[config.mk]
export PLATFORM = sky130hd
export DESIGN_NAME = pix_diag_port
export DESIGN_NICKNAME = d
export VERILOG_FILES = /design/src/rtl/pix_diag_pkg.sv /design/src/rtl/pix_diag_regs.sv /design/src/rtl/pix_stage.sv /design/src/rtl/snoop_reg.sv /design/src/rtl/pix_diag_port.sv
export SDC_FILE = /design/constraint.sdc
export NUM_CORES = 1
export LEC_CHECK = 0
export CORE_ASPECT_RATIO = 1.1
export CORE_MARGIN = 5
export CORE_UTILIZATION = 45
export DETAILED_ROUTE_END_ITERATION = 8
export GPL_ROUTABILITY_DRIVEN = 0
export PLACE_DENSITY = 0.73
export SETUP_SLACK_MARGIN = 0.05
export SLEW_MARGIN = 20
export SYNTH_ARGS = -nofsm -noshare
export SYNTH_HDL_FRONTEND = slang
export SYNTH_HIERARCHICAL = 1
export SYNTH_SLANG_ARGS = --single-unit
[constraint.sdc]
create_clock -name clk_i -period 2.1 [get_ports clk_i]
set_input_delay 0.42 -clock clk_i [delete_from_list [all_inputs] [get_ports clk_i]]
set_output_delay 0.42 -clock clk_i [all_outputs]
set_load 0.03 [all_outputs]
[src/rtl/pix_diag_pkg.sv]
package pix_diag_pkg;
  localparam int unsigned BYTE_W = 8;

  // test index values decoded by the data register
  localparam logic [BYTE_W-1:0] TIDX_DAC_SNOOP  = 8'd1;
  localparam logic [BYTE_W-1:0] TIDX_VRAM_SNOOP = 8'd2;
  localparam logic [BYTE_W-1:0] TIDX_CTRL       = 8'd4;

  // control byte bit positions
  localparam int unsigned CTL_HARD_RST = 0;
  localparam int unsigned CTL_DAC_OFF  = 1;
  localparam int unsigned CTL_STB_OFF  = 2;

  localparam logic [BYTE_W-1:0] RD_IDLE = '1;

  localparam int unsigned N_SNOOP = 2;
  localparam int unsigned SNP_DAC  = 0;
  localparam int unsigned SNP_VRAM = 1;
endpackage

[src/rtl/pix_diag_regs.sv]
module pix_diag_regs
  import pix_diag_pkg::*;
#(
  parameter int unsigned AW        = 10,
  parameter logic [AW-1:0] IDX_ADDR  = 10'h019,
  parameter logic [AW-1:0] DATA_ADDR = 10'h018
) (
  input  logic              clk_i,
  input  logic              rst_ni,
  input  logic [AW-1:0]     addr_i,
  input  logic              wr_i,
  input  logic [BYTE_W-1:0] wdata_i,
  input  logic [BYTE_W-1:0] snp_dac_i,
  input  logic [BYTE_W-1:0] snp_vram_i,
  output logic [BYTE_W-1:0] idx_o,
  output logic [BYTE_W-1:0] ctrl_o,
  output logic [BYTE_W-1:0] rdata_o
);
  logic [BYTE_W-1:0] idx_q, ctrl_q;
  logic sel_idx, sel_data;

  assign sel_idx  = (addr_i == IDX_ADDR);
  assign sel_data = (addr_i == DATA_ADDR);

  always_ff @(posedge clk_i or negedge rst_ni) begin
    if (!rst_ni) begin
      idx_q  <= '0;
      ctrl_q <= '0;
    end else if (wr_i) begin
      if (sel_idx) idx_q <= wdata_i;
      if (sel_data && idx_q == TIDX_CTRL) ctrl_q <= wdata_i;
    end
  end

  always_comb begin
    rdata_o = RD_IDLE;
    if (sel_idx) begin
      rdata_o = idx_q;
    end else if (sel_data) begin
      unique case (idx_q)
        TIDX_DAC_SNOOP:  rdata_o = snp_dac_i;
        TIDX_VRAM_SNOOP: rdata_o = snp_vram_i;
        default:         rdata_o = RD_IDLE;
      endcase
    end
  end

  assign idx_o  = idx_q;
  assign ctrl_o = ctrl_q;
endmodule

[src/rtl/pix_stage.sv]
module pix_stage
  import pix_diag_pkg::*;
#(
  parameter int unsigned DW = BYTE_W
) (
  input  logic          clk_i,
  input  logic          rst_ni,
  input  logic          hard_rst_i,
  input  logic          dac_off_i,
  input  logic          stb_off_i,
  input  logic [DW-1:0] in_data_i,
  input  logic          in_valid_i,
  output logic [DW-1:0] dac_pix_o,
  output logic          dac_stb_o,
  output logic          dac_oe_o,
  output logic          drv_valid_o,
  output logic [DW-1:0] pix_o
);
  logic [DW-1:0] pix_q;
  logic          pv_q;

  always_ff @(posedge clk_i or negedge rst_ni) begin
    if (!rst_ni) begin
      pix_q <= '0;
      pv_q  <= 1'b0;
    end else if (hard_rst_i) begin
      pix_q <= '0;
      pv_q  <= 1'b0;
    end else begin
      pv_q <= in_valid_i;
      if (in_valid_i) pix_q <= in_data_i;
    end
  end

  assign dac_pix_o   = dac_off_i ? '0 : pix_q;
  assign dac_oe_o    = ~dac_off_i;
  assign dac_stb_o   = pv_q & ~stb_off_i;
  assign drv_valid_o = pv_q & ~dac_off_i;
  assign pix_o       = pix_q;
endmodule

[src/rtl/snoop_reg.sv]
module snoop_reg #(
  parameter int unsigned DW = 8
) (
  input  logic          clk_i,
  input  logic          rst_ni,
  input  logic          clr_i,
  input  logic          load_i,
  input  logic [DW-1:0] d_i,
  output logic [DW-1:0] q_o
);
  always_ff @(posedge clk_i or negedge rst_ni) begin
    if (!rst_ni)     q_o <= '0;
    else if (clr_i)  q_o <= '0;
    else if (load_i) q_o <= d_i;
  end
endmodule

[src/rtl/pix_diag_port.sv]
module pix_diag_port
  import pix_diag_pkg::*;
#(
  parameter int unsigned AW        = 10,
  parameter logic [AW-1:0] IDX_ADDR  = 10'h019,
  parameter logic [AW-1:0] DATA_ADDR = 10'h018
) (
  input  logic              clk_i,
  input  logic              rst_ni,
  input  logic [AW-1:0]     io_addr_i,
  input  logic              io_wr_i,
  input  logic [BYTE_W-1:0] io_wdata_i,
  output logic [BYTE_W-1:0] io_rdata_o,
  input  logic [BYTE_W-1:0] vram_data_i,
  input  logic              vram_valid_i,
  output logic [BYTE_W-1:0] dac_pix_o,
  output logic              dac_stb_o,
  output logic              dac_oe_o
);
  logic [BYTE_W-1:0] idx_q, ctrl_q, pix_q;
  logic              drv_valid;
  logic [BYTE_W-1:0] snp_d [N_SNOOP];
  logic              snp_ld [N_SNOOP];
  logic [BYTE_W-1:0] snp_q [N_SNOOP];

  pix_diag_regs #(
    .AW(AW), .IDX_ADDR(IDX_ADDR), .DATA_ADDR(DATA_ADDR)
  ) u_regs (
    .clk_i     (clk_i),
    .rst_ni    (rst_ni),
    .addr_i    (io_addr_i),
    .wr_i      (io_wr_i),
    .wdata_i   (io_wdata_i),
    .snp_dac_i (snp_q[SNP_DAC]),
    .snp_vram_i(snp_q[SNP_VRAM]),
    .idx_o     (idx_q),
    .ctrl_o    (ctrl_q),
    .rdata_o   (io_rdata_o)
  );

  pix_stage #(.DW(BYTE_W)) u_stage (
    .clk_i      (clk_i),
    .rst_ni     (rst_ni),
    .hard_rst_i (ctrl_q[CTL_HARD_RST]),
    .dac_off_i  (ctrl_q[CTL_DAC_OFF]),
    .stb_off_i  (ctrl_q[CTL_STB_OFF]),
    .in_data_i  (vram_data_i),
    .in_valid_i (vram_valid_i),
    .dac_pix_o  (dac_pix_o),
    .dac_stb_o  (dac_stb_o),
    .dac_oe_o   (dac_oe_o),
    .drv_valid_o(drv_valid),
    .pix_o      (pix_q)
  );

  assign snp_d[SNP_DAC]   = pix_q;
  assign snp_ld[SNP_DAC]  = drv_valid;
  assign snp_d[SNP_VRAM]  = vram_data_i;
  assign snp_ld[SNP_VRAM] = vram_valid_i;

  for (genvar g = 0; g < N_SNOOP; g++) begin : g_snoop
    snoop_reg #(.DW(BYTE_W)) u_snp (
      .clk_i (clk_i),
      .rst_ni(rst_ni),
      .clr_i (ctrl_q[CTL_HARD_RST]),
      .load_i(snp_ld[g]),
      .d_i   (snp_d[g]),
      .q_o   (snp_q[g])
    );
  end
endmodule

Word level (Yosys, flattened, before mapping)
Index checks and enable logic that the tools add are counted.
{ "totals": {"input_bits": 30, "out_inout_bits": 18, "wordCells": 28, "reg_bits": 28} }
{ "op_classes": {"eq_ne": 5, "bitwise": 4, "reduce_logical": 5, "muxes": 9} }
{ "op_table": {"columns": ["operator", "n"], "rows": [
  ["$mux 8", 7],
  ["$eq 10x5->1 const B", 2],
  ["$pmux 8 s2", 1],
  ["$eq 8x1->1 const B", 1],
  ["$eq 8x2->1 const B", 1],
  ["$eq 8x3->1 const B", 1],
  ["$reduce_and 2->1", 2],
  ["$reduce_bool 2->1", 2],
  ["$and 1x1->1", 2],
  ["$not 1->1", 2],
  ["$logic_and 1x1->1", 1],
  ["$mux 1", 1]
]} }

Depth between registers and ports, before layout
{ "depth": {"word_depth": 4, "ltp_mapped": 5, "ltp_nobuf": 4} }

Hierarchy
Netlist, hierarchy kept.
{ "by_module_without_submodules": {"columns": ["module", "instances", "area_each_um2", "seq_area_each_um2", "cells_per_inst"], "rows": [
  ["pix_diag_regs", 1, 940.9, 400.4, 82],
  ["snoop_reg", 2, 325.3, 200.2, 26],
  ["pix_stage", 1, 427.9, 225.2, 39]
]} }

Worst setup path after synthesis
Ideal clock, no wire load.
{ "synth_path": {"kind": "in2out", "startpoint": "input io_addr_i[6]", "endpoint": "output io_rdata_o[2]", "path_buffers": 0, "cell_stages": 4, "t_required_ps": 1680, "arrival_ps": 1520, "setup_slack_ps": 160, "path_cell_list": "nor4b_4 > nand4_1 > nor2_1 > a21oi_1"} }
{ "synth_between": {"elab_chain_cells": 3, "elab_cells_between_ends": 4, "cone_classes": "eq/ne (2); mux (2)"} }
{ "synth_lines": {"columns": ["element", "line", "text"], "rows": [
  ["from (decl)", "pix_diag_port.sv:10", "input logic [AW-1:0] io_addr_i,"],
  ["$eq 10x5->1", "pix_diag_regs.sv:23", "assign sel_data = (addr_i == DATA_ADDR);"],
  ["$mux 8", "pix_diag_regs.sv:39", "end else if (sel_data) begin"],
  ["$mux 8 *", "pix_diag_regs.sv:37", "if (sel_idx) begin"],
  ["to (decl)", "pix_diag_port.sv:13", "output logic [BYTE_W-1:0] io_rdata_o,"]
]} }
Mark *: on every way between the ends. The rest lies on a longest branch, timed or not.

Final worst setup path
{ "layout_path": {"startpoint": "input io_addr_i[1]", "endpoint": "output io_rdata_o[0]"} }
Same word-level chain as after synthesis.

==> metrics.md <==
| Metric | Value |
|---|---|
| Status | `complete, but fails checks` |
| Failing checks | `setup timing` |
| Worst reg2reg endpoint | `u_regs/ctrl_o[1]` |
| Total of buffers placed on input and output ports | `47` |
| Setup Crit Path Kind | `input pin to output port` |
| Longest Clk Path Bufs | `2` |
| Full die area | `0.005464 mm2` |
| CP Data Arrival Time | `1.81 ns` |
| Count of vias placed by the detailed router | `1446` |
| Proportion of power drawn by the clock network | `32.3%` |
| Global route total overflow | `0` |
| Max-capacitance violation count | `0` |
| Clock period minus worst slack | `2.233 ns` |
| Routed WL per cell | `16.34 um` |
| Portion of total power attributed to sequential cells | `51.3%` |
| Classification of the worst-slack hold path | `flip-flop to flip-flop` |
| Final Worst Setup Slack | `-0.1332 ns` |
| Highest routed metal layer | `met4` |
| Worst vdd ir | `0.0003101 V` |
| Destination of the worst hold path | `u_regs/ctrl_o[2]` |
| Met2 wire length | `2.248 mm` |
| Number of nets still failing antenna checks after routing | `0` |
| Final number of hold-violating endpoints | `0` |
| Cell area after technology mapping | `0.001838 mm2` |
| Starting density of the core | `46.37%` |
| Root Buffer Master | `sky130_fd_sc_hd__clkbuf_8` |
| Worst EP required | `1.68 ns` |
| TritonCTS Buffers | `5` |
| Routed length on met3 | `278 um` |
| Total count of max-transition violations in the final report | `0` |
| Post-Place Setup Slack | `-0.8248 ns` |
| Combinational cell fraction of total power | `16.4%` |
| Worst hold start | `u_regs/ctrl_o[2]` |
| Global-route wire length before repair | `7.659 mm` |
| Area Growth Syn to Fin | `42.82%` |
| Net count reported at finish | `257` |
| Core Rows | `24` |
| Most frequent cells in the layout | `sky130_fd_sc_hd__dfrtp_1, sky130_fd_sc_hd__nor2_1, sky130_fd_sc_hd__mux2i_1` |
| H-tree level count | `2` |
| First-pass iteration count of the detailed router | `4` |
| TNS Setup | `-0.8355 ns` |
| Met1 Wirelength | `2.010 mm` |
| Depth of the worst register-to-register path | `5` |
| Vertical die dimension | `77.03 um` |
| Static leakage | `1.268 nW` |
| Setup Skew | `0.004127 ns` |
| Kind of end point of the critical path | `output port` |
| Register-to-register setup slack | `0.51 ns` |
| Diodes inserted | `0` |
| Switching power as a share of total power | `25.93%` |
| Final Cycle Share | `106.3%` |
| Measured slew at the worst slew-check pin | `0.7816 ns` |
| Hold Path Cell Cnt | `1` |
| Internal portion of total power | `1.145 mW` |
| FF-to-FF Start | `u_regs/idx_o[1]` |
| Type of origin of the critical path | `input pin` |
| Count of routing violations after the opening detailed-route iteration | `65` |
| Total routed wirelength | `4.576 mm` |
| CTS tree | `built` |
| Source-to-sink clock delay at the later pin of the worst-skew pair | `0.29 ns` |
| Synth warnings | `6` |
| Number of global-route vias before repair | `1591` |
| DRC viols | `0` |
| Average cell area after synthesis | `11.28 um2` |
| Switch Pwr | `0.4009 mW` |
| Core area | `0.003964 mm2` |
| Worst-path clk slew | `0.06 ns` |
| Pin count of the biggest net entering global routing | `37` |
| Final HPWL from detailed placement | `3.244 mm` |
| Die X | `70.94 um` |
| Post-synth net total | `193` |
| Syn Inst Count | `163` |
| Unrepaired setup endpoints after global routing | `true` |
| Leading cell type in the layout, fill and taps excluded | `sky130_fd_sc_hd__dfrtp_1` |
| Ports placed on the boundary | `48` |
| Layout cell share with drive strength beyond 1 | `25.44%` |
| Max Fclk | `0.4478 GHz` |
| Cts hold-fix bufs | `0` |
| Power per cell area | `589.0 mW/mm2` |
| CP Max Fanout | `5` |
| Worst-case headroom to the max-slew limit | `47.89%` |
| Number of antenna violations at the first check in global routing | `0` |
| Number of vias per cell | `5.164` |
| TritonCTS Sinks | `36` |
| # setup viols final | `8` |
| Total routing usage reported by global routing | `17.62%` |
| Final core area utilization | `66.22%` |
[how the worst max path moves through the flow]
stage	from	endpoint	slack (ns)	cells past startpoint
CTS	u_regs/idx_o[4]	io_rdata_o[0]	-0.11	6
floorplan	io_addr_i[6]	io_rdata_o[2]	0.16	4
global route	u_regs/idx_o[7]	io_rdata_o[0]	-0.26	6
detailed placement	io_addr_i[0]	io_rdata_o[1]	-0.82	6
global placement	io_addr_i[0]	io_rdata_o[1]	-0.79	6
finish	io_addr_i[1]	io_rdata_o[0]	-0.13	7
[per-stage QoR]
stage	instances	hold WS, ns	power (mW)	cell area [um2]
4_1_cts	279	0.5169	1.553	2562
3_3_place_gp	270	0.4932	1.055	2452
3_5_place_dp	270	0.5017	1.067	2452
5_1_grt	280	0.5472	1.628	2625
2_1_floorplan	163	0.1244	0.9244	1838
6_report	280	0.5161	1.546	2625
[worst max-delay path, cell delays in order]
cell and delay (ns):
sky130_fd_sc_hd__dlygate4sd2_1 0.26, sky130_fd_sc_hd__nor4b_4 0.32, sky130_fd_sc_hd__nand4_1 0.15, sky130_fd_sc_hd__buf_6 0.17, sky130_fd_sc_hd__o41ai_4 0.23, sky130_fd_sc_hd__a21oi_2 0.10, sky130_fd_sc_hd__buf_6 0.15
[state kept, by name, summed over array words and instances, names as in the netlist]
signal / flops
u_stage/pv_q: 1
u_regs/idx_o: 8
u_regs/ctrl_o: 3
u_stage/pix_o: 8
g_snoop.u_snp/q_o: 16
[power groups by stage]
| stage | Clock [mW] | Combinational [mW] | Sequential [mW] |
|---|---|---|---|
| 2_1_floorplan | 0 | 0.137 | 0.787 |
| 3_3_place_gp | 0 | 0.258 | 0.797 |
| 3_5_place_dp | 0 | 0.265 | 0.802 |
| 4_1_cts | 0.511 | 0.252 | 0.790 |
| 5_1_grt | 0.550 | 0.277 | 0.800 |
| 6_report | 0.500 | 0.253 | 0.793 |
[layer usage]
layer / vias up / GRT usage (%)
met5: - / 0
met4: 0 / 4.511
met3: 5 / 5.098
met2: 41 / 28.57
met1: 706 / 23.02
li1: 694 / -
[layout make-up]
type                            count  area (um2)
Sequential cell                    36       900.9
Multi-Input combinational cell    113       940.9
Clock buffer                        8       90.09
Tap cell                           52       65.06
Fill cell                         331        1339
Timing Repair Buffer               67       613.1
Inverter                            4       15.01
[repair_timing]
item / 4_1_cts / 5_1_grt
resized for setup: 75 / 10
endpoints found under the hold margin: 0 / 0
pin swaps: 4 / 5
setup buffers: 1 / 1
endpoints found under the setup margin: 24 / 9
(Power assumes the default switching activity.)
